--- config.mk ---
export PLATFORM = sky130hd
export DESIGN_NAME = mbx_link
export DESIGN_NICKNAME = d
export VERILOG_FILES = /design/src/rtl/mbx_pkg.sv /design/src/rtl/mbx_tx.sv /design/src/rtl/mbx_rx.sv /design/src/rtl/mbx_link.sv
export SDC_FILE = /design/constraint.sdc
export NUM_CORES = 1
export LEC_CHECK = 0
export CORE_MARGIN = 8
export CORE_UTILIZATION = 50
export CTS_CLUSTER_SIZE = 25
export DETAILED_ROUTE_END_ITERATION = 8
export GPL_TIMING_DRIVEN = 0
export PLACE_DENSITY = 0.69
export RECOVER_POWER = 50
export SYNTH_ARGS = -nofsm -noshare
export SYNTH_HDL_FRONTEND = slang
export SYNTH_SLANG_ARGS = --single-unit
export TNS_END_PERCENT = 100
--- constraint.sdc ---
create_clock -name clk -period 2.6 [get_ports clk]
set_input_delay 0.52 -clock clk [delete_from_list [all_inputs] [get_ports clk]]
set_output_delay 0.52 -clock clk [all_outputs]
set_load 0.01 [all_outputs]
--- src/rtl/mbx_pkg.sv ---
package mbx_pkg;

    typedef enum logic [1:0] {
        TX_READY,
        TX_ARMED,
        TX_SEND
    } tx_state_t;

    typedef enum logic [1:0] {
        RX_EMPTY,
        RX_LOAD,
        RX_FULL
    } rx_state_t;

    // control byte layout at the head of each slot
    localparam int CTL_MSG_BIT = 0;
    localparam int CTL_TOK_BIT = 1;

    // status / command register layout
    localparam int STAT_READY_BIT = 0;
    localparam int STAT_FULL_BIT  = 1;
    localparam int CMD_SEND_BIT   = 0;

endpackage

--- src/rtl/mbx_tx.sv ---
module mbx_tx
    import mbx_pkg::*;
#(
    parameter int MSG_BYTES = 8,
    localparam int IDX_W = (MSG_BYTES > 1) ? $clog2(MSG_BYTES) : 1
) (
    input  logic             clk,
    input  logic             rst_n,
    input  logic             frame_start,
    input  logic             wr_en,
    input  logic [IDX_W-1:0] wr_idx,
    input  logic [7:0]       wr_data,
    input  logic             send_req,
    input  logic [IDX_W-1:0] rd_idx,
    output logic [7:0]       rd_data,
    input  logic             peer_tok,
    input  logic             local_tok,
    output logic             ready,
    output logic             ch_valid,
    output logic             ch_sof,
    output logic [7:0]       ch_data
);

    tx_state_t        state_q, state_d;
    logic             slot_act_q;
    logic [IDX_W-1:0] slot_idx_q;
    logic             carry_q;
    logic             busy_q;
    logic             tok_ref_q;
    logic [7:0]       buf_q [MSG_BYTES];

    logic             frame_go;
    logic             launch;
    logic             last_byte;
    logic [7:0]       ctl_byte;

    assign frame_go  = frame_start && !slot_act_q;
    assign launch    = frame_go && (state_q == TX_ARMED) && !busy_q;
    assign last_byte = slot_act_q && (slot_idx_q == IDX_W'(MSG_BYTES - 1));
    assign ready     = (state_q == TX_READY);
    assign rd_data   = buf_q[rd_idx];

    always_comb begin
        ctl_byte = '0;
        ctl_byte[CTL_MSG_BIT] = launch;
        ctl_byte[CTL_TOK_BIT] = local_tok;
    end

    // next-state logic
    always_comb begin
        state_d = state_q;
        unique case (state_q)
            TX_READY: if (send_req) state_d = TX_ARMED;
            TX_ARMED: if (launch)   state_d = TX_SEND;
            TX_SEND:  if (last_byte && carry_q) state_d = TX_READY;
            default:  state_d = TX_READY;
        endcase
    end

    // state register
    always_ff @(posedge clk or negedge rst_n) begin
        if (!rst_n) state_q <= TX_READY;
        else        state_q <= state_d;
    end

    // slot emission, credit and buffer
    always_ff @(posedge clk or negedge rst_n) begin
        if (!rst_n) begin
            slot_act_q <= 1'b0;
            slot_idx_q <= '0;
            carry_q    <= 1'b0;
            busy_q     <= 1'b0;
            tok_ref_q  <= 1'b0;
            ch_valid   <= 1'b0;
            ch_sof     <= 1'b0;
            ch_data    <= '0;
            for (int i = 0; i < MSG_BYTES; i++) buf_q[i] <= '0;
        end else begin
            if (frame_go) begin
                slot_act_q <= 1'b1;
                slot_idx_q <= '0;
                carry_q    <= launch;
                ch_valid   <= 1'b1;
                ch_sof     <= 1'b1;
                ch_data    <= ctl_byte;
            end else if (slot_act_q) begin
                ch_valid   <= 1'b1;
                ch_sof     <= 1'b0;
                ch_data    <= carry_q ? buf_q[slot_idx_q] : 8'h00;
                slot_idx_q <= slot_idx_q + 1'b1;
                if (last_byte) slot_act_q <= 1'b0;
            end else begin
                ch_valid <= 1'b0;
                ch_sof   <= 1'b0;
                ch_data  <= '0;
            end

            if (launch) begin
                busy_q    <= 1'b1;
                tok_ref_q <= peer_tok;
            end else if (busy_q && (peer_tok != tok_ref_q)) begin
                busy_q <= 1'b0;
            end

            if (wr_en && (state_q == TX_READY)) buf_q[wr_idx] <= wr_data;
        end
    end

endmodule

--- src/rtl/mbx_rx.sv ---
module mbx_rx
    import mbx_pkg::*;
#(
    parameter int MSG_BYTES = 8,
    localparam int IDX_W = (MSG_BYTES > 1) ? $clog2(MSG_BYTES) : 1
) (
    input  logic             clk,
    input  logic             rst_n,
    input  logic             ch_valid,
    input  logic             ch_sof,
    input  logic [7:0]       ch_data,
    input  logic             wr_en,
    input  logic [IDX_W-1:0] wr_idx,
    input  logic [7:0]       wr_data,
    input  logic [IDX_W-1:0] rd_idx,
    output logic [7:0]       rd_data,
    input  logic             rd_last,
    output logic             full,
    output logic             free_tok,
    output logic             peer_tok
);

    rx_state_t        state_q, state_d;
    logic [IDX_W-1:0] idx_q;
    logic [7:0]       buf_q [MSG_BYTES];

    logic sof_in, msg_in, byte_in, load_byte, load_last, release_buf;

    assign sof_in      = ch_valid && ch_sof;
    assign msg_in      = sof_in && ch_data[CTL_MSG_BIT];
    assign byte_in     = ch_valid && !ch_sof;
    assign load_byte   = (state_q == RX_LOAD) && byte_in;
    assign load_last   = load_byte && (idx_q == IDX_W'(MSG_BYTES - 1));
    assign release_buf = (state_q == RX_FULL) && rd_last;
    assign full        = (state_q == RX_FULL);
    assign rd_data     = buf_q[rd_idx];

    // next-state logic
    always_comb begin
        state_d = state_q;
        unique case (state_q)
            RX_EMPTY: if (msg_in) state_d = RX_LOAD;
            RX_LOAD: begin
                if (msg_in)         state_d = RX_LOAD;
                else if (load_last) state_d = RX_FULL;
            end
            RX_FULL:  if (release_buf) state_d = RX_EMPTY;
            default:  state_d = RX_EMPTY;
        endcase
    end

    // state register
    always_ff @(posedge clk or negedge rst_n) begin
        if (!rst_n) state_q <= RX_EMPTY;
        else        state_q <= state_d;
    end

    // buffer, byte index and tokens
    always_ff @(posedge clk or negedge rst_n) begin
        if (!rst_n) begin
            idx_q    <= '0;
            free_tok <= 1'b0;
            peer_tok <= 1'b0;
            for (int i = 0; i < MSG_BYTES; i++) buf_q[i] <= '0;
        end else begin
            if (msg_in)         idx_q <= '0;
            else if (load_byte) idx_q <= idx_q + 1'b1;

            if (load_byte)   buf_q[idx_q]  <= ch_data;
            else if (wr_en)  buf_q[wr_idx] <= wr_data;

            if (sof_in)      peer_tok <= ch_data[CTL_TOK_BIT];
            if (release_buf) free_tok <= ~free_tok;
        end
    end

endmodule

--- src/rtl/mbx_link.sv ---
module mbx_link
    import mbx_pkg::*;
#(
    parameter int MSG_BYTES = 8,
    localparam int IDX_W  = (MSG_BYTES > 1) ? $clog2(MSG_BYTES) : 1,
    localparam int ADDR_W = $clog2(2 * MSG_BYTES + 1)
) (
    input  logic              clk,
    input  logic              rst_n,
    input  logic              frame_start,
    input  logic              sw_wr,
    input  logic              sw_rd,
    input  logic [ADDR_W-1:0] sw_addr,
    input  logic [7:0]        sw_wdata,
    output logic [7:0]        sw_rdata,
    output logic              tx_ready,
    output logic              rx_full,
    output logic              ch_out_valid,
    output logic              ch_out_sof,
    output logic [7:0]        ch_out_data,
    input  logic              ch_in_valid,
    input  logic              ch_in_sof,
    input  logic [7:0]        ch_in_data
);

    localparam logic [ADDR_W-1:0] RX_BASE   = ADDR_W'(MSG_BYTES);
    localparam logic [ADDR_W-1:0] CTRL_ADDR = ADDR_W'(2 * MSG_BYTES);
    localparam logic [ADDR_W-1:0] LAST_ADDR = ADDR_W'(2 * MSG_BYTES - 1);

    logic             sel_tx, sel_rx, sel_ctrl;
    logic [IDX_W-1:0] tx_idx, rx_idx;
    logic [7:0]       tx_rd, rx_rd;
    logic             free_tok, peer_tok;

    assign sel_tx   = (sw_addr < RX_BASE);
    assign sel_rx   = (sw_addr >= RX_BASE) && (sw_addr < CTRL_ADDR);
    assign sel_ctrl = (sw_addr == CTRL_ADDR);
    assign tx_idx   = sw_addr[IDX_W-1:0];
    assign rx_idx   = IDX_W'(sw_addr - RX_BASE);

    mbx_tx #(.MSG_BYTES(MSG_BYTES)) u_tx (
        .clk         (clk),
        .rst_n       (rst_n),
        .frame_start (frame_start),
        .wr_en       (sw_wr && sel_tx),
        .wr_idx      (tx_idx),
        .wr_data     (sw_wdata),
        .send_req    (sw_wr && sel_ctrl && sw_wdata[CMD_SEND_BIT]),
        .rd_idx      (tx_idx),
        .rd_data     (tx_rd),
        .peer_tok    (peer_tok),
        .local_tok   (free_tok),
        .ready       (tx_ready),
        .ch_valid    (ch_out_valid),
        .ch_sof      (ch_out_sof),
        .ch_data     (ch_out_data)
    );

    mbx_rx #(.MSG_BYTES(MSG_BYTES)) u_rx (
        .clk      (clk),
        .rst_n    (rst_n),
        .ch_valid (ch_in_valid),
        .ch_sof   (ch_in_sof),
        .ch_data  (ch_in_data),
        .wr_en    (sw_wr && sel_rx),
        .wr_idx   (rx_idx),
        .wr_data  (sw_wdata),
        .rd_idx   (rx_idx),
        .rd_data  (rx_rd),
        .rd_last  (sw_rd && (sw_addr == LAST_ADDR)),
        .full     (rx_full),
        .free_tok (free_tok),
        .peer_tok (peer_tok)
    );

    always_comb begin
        sw_rdata = '0;
        if (sel_tx) begin
            sw_rdata = tx_rd;
        end else if (sel_rx) begin
            sw_rdata = rx_rd;
        end else if (sel_ctrl) begin
            sw_rdata[STAT_READY_BIT] = tx_ready;
            sw_rdata[STAT_FULL_BIT]  = rx_full;
        end
    end

endmodule

-- Yosys cells after proc, flatten, opt, wreduce, memory -nomap -nowiden
Cells that the tools add are included.
- flip-flop bits (word level): 154
- input port bits: 28
- output and inout port bits: 20
- word-level logic and storage cells: 143
- $add $sub $neg: 3
- order comparisons: 10
- equal/unequal tests: 15
- muxes and demuxes: 48
- bitwise logic cells: 5
- reductions and logical operators: 33
- operator list (operator ; count):
    $bwmux W64 ; 3
    $mux W64 ; 2
    $mux W8 ; 13
    $bmux W8 S3 ; 3
    $demux W8 S3 ; 3
    $logic_and A1 B1 Y1 ; 22
    $mux W2 ; 9
    $ge A4 B4 Y1 const B ; 4
    $not A3 Y4 ; 4
    $lt A4 B1 Y1 const B ; 3
    $mux W3 ; 4
    $pmux W2 S3 ; 2
    $ne A2 B1 Y1 const B ; 5
    $mux W1 ; 8
    $reduce_bool A2 Y1 ; 4
    $add A3 B1 Y3 const B ; 2
    $eq A3 B3 Y1 const B ; 2
    $mux W6 ; 1
    $reduce_and A3 Y1 ; 2
    $eq A5 B4 Y1 const B ; 1
    $eq A5 B5 Y1 const B ; 1
    $ge A5 B4 Y1 const B ; 1
    $lt A5 B4 Y1 const B ; 1
    $lt A5 B5 Y1 const B ; 1
    other kinds (8) ; 13

-- Longest topological paths before layout
Gate-level depths: netlist of run 1.
- depth after elaboration: 9
- depth in mapped cells: 8
- mapped depth without buffers: 5

-- Modules after synthesis
Synthesis of run 1 repeated with hierarchy kept, for this count alone.
- cells, all modules: 698
- area, all modules: 8760.9 µm²
- by module, submodules not included (module ; times used ; cells each ; area each (µm²) ; sequential area each (µm²)):
    mbx_rx ; 1 ; 405 ; 4341.7 ; 1776.7
    mbx_tx ; 1 ; 266 ; 4207.8 ; 2077.0
    mbx_link ; 1 ; 27 ; 211.5 ; 0.0

-- Worst setup path before layout of run 1
Ideal clock, no wire load.
- path type: input port to output port
- start point: input port sw_addr[2]
- end point: output port sw_rdata[1]
- data arrival time: 1.857 ns
- path slack: 0.223 ns
- cell stages on the path: 7
- path buffers: 3
- path through: buf_4 or3_1 buf_2 buf_2 nor2_1 nand2_1 a211oi_1
- longest elaborated chain between the ends: 7
- RTL lines (what ; RTL line ; RTL):
    from (decl) ; mbx_link.sv:13 ; input logic [ADDR_W-1:0] sw_addr,
    $sub A3 B1 Y3 ; mbx_link.sv:39 ; assign rx_idx = IDX_W'(sw_addr - RX_BASE);
    $not A3 Y4 (not written as such) ; mbx_rx.sv:36 ; assign rd_data = buf_q[rd_idx];
    $bmux W8 S3 ; mbx_rx.sv:36 ;
    $mux W8 (not written as such) (2 in series) ; mbx_rx.sv:36 ;
    $mux W2 ; mbx_link.sv:80 ; end else if (sel_rx) begin
    $mux W8 (*) ; mbx_link.sv:78 ; if (sel_tx) begin
    to (decl) ; mbx_link.sv:15 ; output logic [7:0] sw_rdata,
Every way passes the cells marked *; elsewhere a longest branch is shown, timed or not. The select of a mux whose other input is x is not followed.

-- Worst setup path in the final report of run 1
- start point: input port sw_addr[0]
- end point: output port sw_rdata[5]
- longest elaborated chain between the ends: 7
- RTL lines (what ; RTL line):
    $sub A3 B1 Y3 ; mbx_link.sv:39
    $not A3 Y4 (not written as such) ; mbx_rx.sv:36
    $bmux W8 S3 ; mbx_rx.sv:36
    $mux W8 (not written as such) (2 in series) ; mbx_rx.sv:36
    $mux W6 ; mbx_link.sv:80
    $mux W8 (*) ; mbx_link.sv:78
Marks and branches as above.

==> results.json, run 1 <==
{
  "clkTransAtPathRegs_ns": 0.06,
  "root_buffer": "clkbuf_16",
  "routed.top_layer": "met4",
  "drtAntennaViolNets": 0,
  "die_width_um": 145,
  "die_area_mm2": 0.0211,
  "grt_usage_pct": 24.1,
  "crit_type": "input pin to primary output",
  "postSynthCellCount": 702,
  "wl_met2_um": 12400,
  "yosys_warnings": 0,
  "register_area_mm2": 0.00385,
  "clk_latency_ns": 0.43,
  "crit_path_end_kind": "primary output",
  "clockBufferDepth": 2,
  "cts_tree": "done",
  "max_stage_delay_ns": 0.33,
  "hold_violations": 0,
  "hold_path_class": "input pin to async pin",
  "skew_ns": 0.00685,
  "antenna_found_initial": 0,
  "multi_input_area_mm2": 0.00432,
  "final.fill_count": 1338,
  "final_nets": 796,
  "mostFrequentLayoutCell": "dfrtp_1",
  "drive_above_1_share_pct": 36.8,
  "vias_per_cell": 6.60,
  "slew_headroom_pct": 9.22,
  "finalSetupViolations": 0,
  "drt_iter0_markers": 765,
  "grt_pass1_vias": 6785,
  "layout_common_cells": "dfrtp_1, mux2_2, o22ai_1, nand2_1, nor2_1",
  "ys_async_sr_fraction_pct": 100,
  "power_density_mw_per_mm2": 814,
  "tightestPinTransition_ns": 1.36,
  "synth_area_mm2": 0.00837,
  "critPathSlowestCell": "a211oi_1",
  "core-area_mm2": 0.0165,
  "initial_core_util_pct": 50.8,
  "port_buffers": 37,
  "ys_seq_elements": 154,
  "required_ns": 2.08,
  "routed_wl_um": 25700,
  "power.ir.vdd_worst_mv": 0.513,
  "io_pins": 48,
  "arrival_ns": 2.05,
  "syn_nets": 734,
  "vias": 6557,
  "period_share_pct": 99.0,
  "crit_family": "buffers and inverters",
  "path_cells": "buf_4 > buf_8 > buf_12 > inv_6 > nand2_1 > o22ai_1 > a211oi_1 > o21ai_2 > dlygate4sd2_1",
  "cts_htree_levels": 4,
  "drt-met1-wl_um": 10500,
  "preCtsSetupSlack_ns": -1.13,
  "rows": 47,
  "dpl.hpwl_um": 17100,
  "crit_cells": 9,
  "grt_start_max_net_pins": 101,
  "diodes": 0,
  "die_h_um": 145,
  "fin_area_mm2": 0.00984,
  "status": "completed",
  "hold_buffers": 0,
  "drc": 0,
  "finalMaxSlewViolations": 0,
  "gp_congestion": 0.957,
  "drt-wirelength-per-cell_um": 25.9,
  "yosysSeqAreaShare_pct": 46.1,
  "start_kind": "input pin",
  "dr_wl_met3_um": 2040,
  "cts_buffers": 17,
  "avgSynthCellArea_um2": 11.9,
  "rsz0062_at_grt": "true",
  "syn2layout_area_growth_pct": 17.6,
  "grt.overflow.total": 0,
  "firstDrtPassIters": 5,
  "synthFlopType": "dfrtp_1",
  "layout_min_cycle_time_ns": 2.57,
  "cp_num_buf_inv": 5,
  "timing.final.ws_setup_ns": 0.0264,
  "worstPathMaxFanout": 10,
  "dpl_cell_area_mm2": 0.00904,
  "max_freq_ghz": 0.389,
  "reg2reg_depth": 5,
  "cap_violations": 0,
  "grt_pass1_wl_um": 39400,
  "synth_enable_flop_cells": 0,
  "leakage_nw": 4.45,
  "yosysUniqueCellTypes": 61,
  "cts_sinks": 154
}
## state kept, by name, summed over array words and instances (netlist names), 2 cells and up
register and count:
u_tx.buf_q 64, u_tx.slot_idx_q 3, u_rx.state_q 2, u_rx.buf_q 64
u_rx.idx_q 3, u_tx.state_q 2, u_tx.ch_data 8
## worst paths after layout
path                                      startpoint                         end  slack, ns
setup / recovery                          sw_addr[0]                 sw_rdata[5]       0.03
hold / removal                                 rst_n  u_tx.buf_q[36]$_DFFE_PN0P_       0.40
setup reg to reg           u_rx.idx_q[2]$_DFFE_PN0P_  u_rx.buf_q[36]$_DFFE_PN0P_       0.27
hold reg to reg              u_tx.busy_q$_DFFE_PN0P_     u_tx.busy_q$_DFFE_PN0P_       0.48
max in group asynchronous                      rst_n  u_rx.buf_q[21]$_DFFE_PN0P_       0.59
min in group clk             u_tx.busy_q$_DFFE_PN0P_     u_tx.busy_q$_DFFE_PN0P_       0.48
## power by group
group          total, mW  leakage [nW]  switching, mW  internal [mW]
clock               2.46         0.291          0.967           1.49
sequential          3.24          2.09          0.342           2.89
combinational       2.32          2.07           1.21           1.11
total               8.01          4.45           2.52           5.49
## cell families (layout without fill, tap and decap cells)
family / after synthesis / count (layout) / synth area share [%]
AOI/OAI and AO/OA: 142 / 142 / 11.2
DFF: 154 / 154 / 46.1
adders and majority gates: 4 / 4 / 0.598
and+or+nand+nor: 158 / 158 / 10.2
buffers and inverters: 53 / 125 / 3.50
muxes: 188 / 188 / 28.1
xor gates and xnor gates: 3 / 3 / 0.314
## per-stage QoR
| stage | hold WS (ns) | total power, mW | std cells | util [%] | setup TNS (ns) |
|---|---|---|---|---|---|
| CTS | 0.0694 | 7.97 | 994 | 59.7 | 0 |
| finish | 0.403 | 8.01 | 994 | 59.8 | 0 |
| global placement | 0.456 | 5.37 | 959 | 54.7 | -798.48 |
| detailed placement | 0.463 | 5.49 | 960 | 54.9 | -32.93 |
| global route | 0.504 | 8.30 | 994 | 59.8 | 0 |
| floorplan | 0.224 | 4.76 | 702 | - | 0 |
## per-layer routing
metal	GRT usage (%)	vias up
met1	30.7	3356
met5	0	-
met3	5.85	68
met4	10.1	0
li1	-	2770
met2	38.6	363
## final cells by class
class                           count  share of cell area [%]
Buffer                             48                    3.81
Clock buffer                       21                    4.88
Clock inverter                      8                   0.954
Inverter                            5                   0.242
Multi-Input combinational cell    495                    43.9
Sequential cell                   154                    39.2
Tap cell                          220                    2.80
Timing Repair Buffer               43                    4.28
## synth_stat cells (2+ instances only)
cell,n,area [um^2]
a211oi_1,7,52.6
a21oi_1,16,80.1
a221o_1,2,20.0
a221oi_1,2,17.5
a22o_1,3,26.3
a22oi_1,4,30.0
a31oi_1,2,12.5
a32o_1,2,20.0
and3_1,3,18.8
buf_1,7,26.3
buf_2,20,100
buf_4,10,75.1
buf_6,4,45.0
clkbuf_1,6,22.5
dfrtp_1,154,3850
ha_1,4,50.1
inv_1,4,15.0
mux2_2,133,1500
mux2_4,8,120
mux2i_1,25,250
mux4_2,21,473
nand2_1,52,195
nand2_2,2,12.5
nand2b_1,7,43.8
nand3_1,15,75.1
nand3_2,3,30.0
nand3b_1,5,37.5
nor2_1,32,120
nor2_2,3,18.8
nor2_4,3,33.8
nor2b_1,6,37.5
nor2b_4,2,27.5
nor3_1,8,40.0
nor3_2,2,20.0
nor3_4,2,32.5
o211ai_1,3,22.5
o21ai_0,15,75.1
o22ai_1,78,488
or2_2,2,12.5
or3_1,2,12.5
xnor2_1,3,26.3
## what timing repair did
item | CTS | global route
cloned | 1 | 0
buffers inserted | 4 | 0
pin swaps | 3 | 1
gates resized for setup | 67 | 28
setup endpoints to repair | 8 | 8
No activity file was read; power rests on OpenSTA's default activity.
==> inputs of run 2 (changes only) <==
- CORE_UTILIZATION: 50 -> 60
- PLACE_DENSITY: 0.69 -> 0.8
==> results.json, run 2 (synthesis results as in run 1) <==
{
  "status": "finished with violations",
  "failed_checks": "negative setup slack",
  "diodes": 0,
  "cts_tree": "done",
  "r2r_start": "u_rx.idx_q[2]$_DFFE_PN0P_",
  "clockPowerShare_pct": 31.5,
  "worstPathMaxFanout": 10,
  "crit_type": "input pin to primary output",
  "finalMaxSlewViolations": 0,
  "drive_above_1_share_pct": 36.7,
  "cts_htree_levels": 4,
  "reg2reg_depth": 5,
  "tns_ns": -0.000427,
  "drt-wirelength-per-cell_um": 26.8,
  "final.fill_count": 991,
  "largestRegisters": "u_rx.buf_q: 64 flops, u_tx.buf_q: 64 flops, u_tx.ch_data: 8 flops",
  "clockBufferDepth": 2,
  "grt_pass1_vias": 6992,
  "skew_ns": 0.00748,
  "drc": 0,
  "die_h_um": 134,
  "antenna_found_initial": 0,
  "final_nets": 793,
  "grt_start_max_net_pins": 100,
  "timing.final.ws_setup_ns": -0.000427,
  "routed_wl_um": 25500,
  "switching_power_mw": 2.59,
  "max_freq_ghz": 0.385,
  "root_buffer": "clkbuf_16",
  "power_frac_comb_pct": 28.6,
  "swShare_pct": 31.9,
  "hold_violations": 0,
  "mostFrequentLayoutCell": "dfrtp_1",
  "slew_headroom_pct": 7.63,
  "die_width_um": 134,
  "seqPwrFrac_pct": 39.9,
  "period_share_pct": 100,
  "firstDrtPassIters": 5,
  "leakage_nw": 4.41,
  "tightestPinTransition_ns": 1.39,
  "start_kind": "input pin",
  "rows": 43,
  "port_buffers": 37,
  "layout_common_cells": "dfrtp_1, mux2_2, o22ai_1, nand2_1, nor2_1",
  "arrival_ns": 2.08,
  "grt_usage_pct": 28.8,
  "grt_pass1_wl_um": 39200,
  "drtAntennaViolNets": 0,
  "dpl.hpwl_um": 16500,
  "register_area_mm2": 0.00385,
  "power_mw": 8.11,
  "path_cells": "buf_4 > buf_12 > buf_8 > mux2i_1 > a211oi_1 > o21ai_1 > a211oi_2 > buf_2",
  "vias": 6677,
  "initial_core_util_pct": 60.7,
  "cts_sinks": 154,
  "cts_buffers": 17,
  "grt.overflow.total": 0,
  "drt_iter0_markers": 948,
  "gp_congestion": 0.932,
  "power_density_mw_per_mm2": 834,
  "cap_violations": 0,
  "power.internal_mw": 5.52,
  "hold_path_class": "input pin to async pin",
  "critPathSlowestCell": "a211oi_1",
  "die_area_mm2": 0.0180,
  "multi_input_area_mm2": 0.00428,
  "power.ir.vdd_worst_mv": 0.625,
  "r2r-end": "u_rx.buf_q[35]$_DFFE_PN0P_",
  "vias_per_cell": 7.00,
  "clkTransAtPathRegs_ns": 0.06,
  "io_pins": 48,
  "core-area_mm2": 0.0138,
  "max_stage_delay_ns": 0.32,
  "finalSetupViolations": 1,
  "crit_path_end_kind": "primary output",
  "required_ns": 2.08,
  "syn2layout_area_growth_pct": 16.3,
  "layout_min_cycle_time_ns": 2.60,
  "reg2reg_slack_ns": 0.28,
  "clk_latency_ns": 0.44
}
[run 2: how the worst max path moves through the flow]
stage                         startpoint                   endpoint  slack [ns]  depth (start not counted)
2_1_floorplan                 sw_addr[2]                sw_rdata[1]        0.22                          7
3_3_place_gp                       rst_n  u_rx.idx_q[0]$_DFFE_PN0P_       -4.85                          1
3_5_place_dp                  sw_addr[0]                sw_rdata[2]       -1.09                          9
4_1_cts        u_tx.buf_q[4]$_DFFE_PN0P_                sw_rdata[4]        0.01                          5
5_1_grt                       sw_addr[1]                sw_rdata[7]       -0.03                          8
6_report                      sw_addr[1]                sw_rdata[2]     -0.0004                          8
[run 2: final cells by class]
| class | instances | share of cell area (%) |
|---|---|---|
| buffer | 48 | 3.90 |
| multi-input combinational | 495 | 44.0 |
| tap | 180 | 2.32 |
| clock inverter | 10 | 1.17 |
| clock buffer | 22 | 5.08 |
| sequential | 154 | 39.6 |
| inverter | 5 | 0.244 |
| timing repair buffer | 40 | 3.63 |
[run 2: routing by layer]
metal	up-vias	share of wire, %	GRT usage (%)
li1	2777	-	-
met1	3283	37	35.0
met2	489	46	44.8
met3	128	11	7.14
met4	0	5.9	19.1
met5	-	0	0
[run 2: worst max-delay path, delay by kind of cell]
kind / cells / cell delay, ns
AOI/OAI and AO/OA: 3 / 0.74
buffers and inverters: 4 / 0.66
muxes: 1 / 0.16
[run 2: power groups by stage]
stage	combinational, mW	sequential (mW)	clock (mW)
final	2.32	3.24	2.55
after detailed placement	2.23	3.25	0
after global placement	2.15	3.21	0
after floorplan	1.62	3.14	0
after global routing	2.44	3.28	2.64
after CTS	2.27	3.22	2.55
[run 2: repair_timing]
item	in CTS	in global routing
resized for setup	71	20
pin swaps	2	3
buffers inserted	2	0
hold buffers	0	0
cloned	0	0
setup endpoints to repair	8	8
[run 2: stage by stage]
stage | utilization [%] | hold WS (ns) | cell area, um^2 | setup slack (ns) | std cells
after detailed placement | 65.3 | 0.461 | 8990 | -1.09 | 920
final | 70.6 | 0.389 | 9730 | -0.000427 | 954
after CTS | 70.6 | 0.0583 | 9720 | 0.0101 | 954
after global placement | 65.1 | 0.450 | 8960 | -4.85 | 919
after global routing | 70.6 | 0.505 | 9730 | -0.0252 | 954
after floorplan | - | 0.224 | 8370 | 0.223 | 702
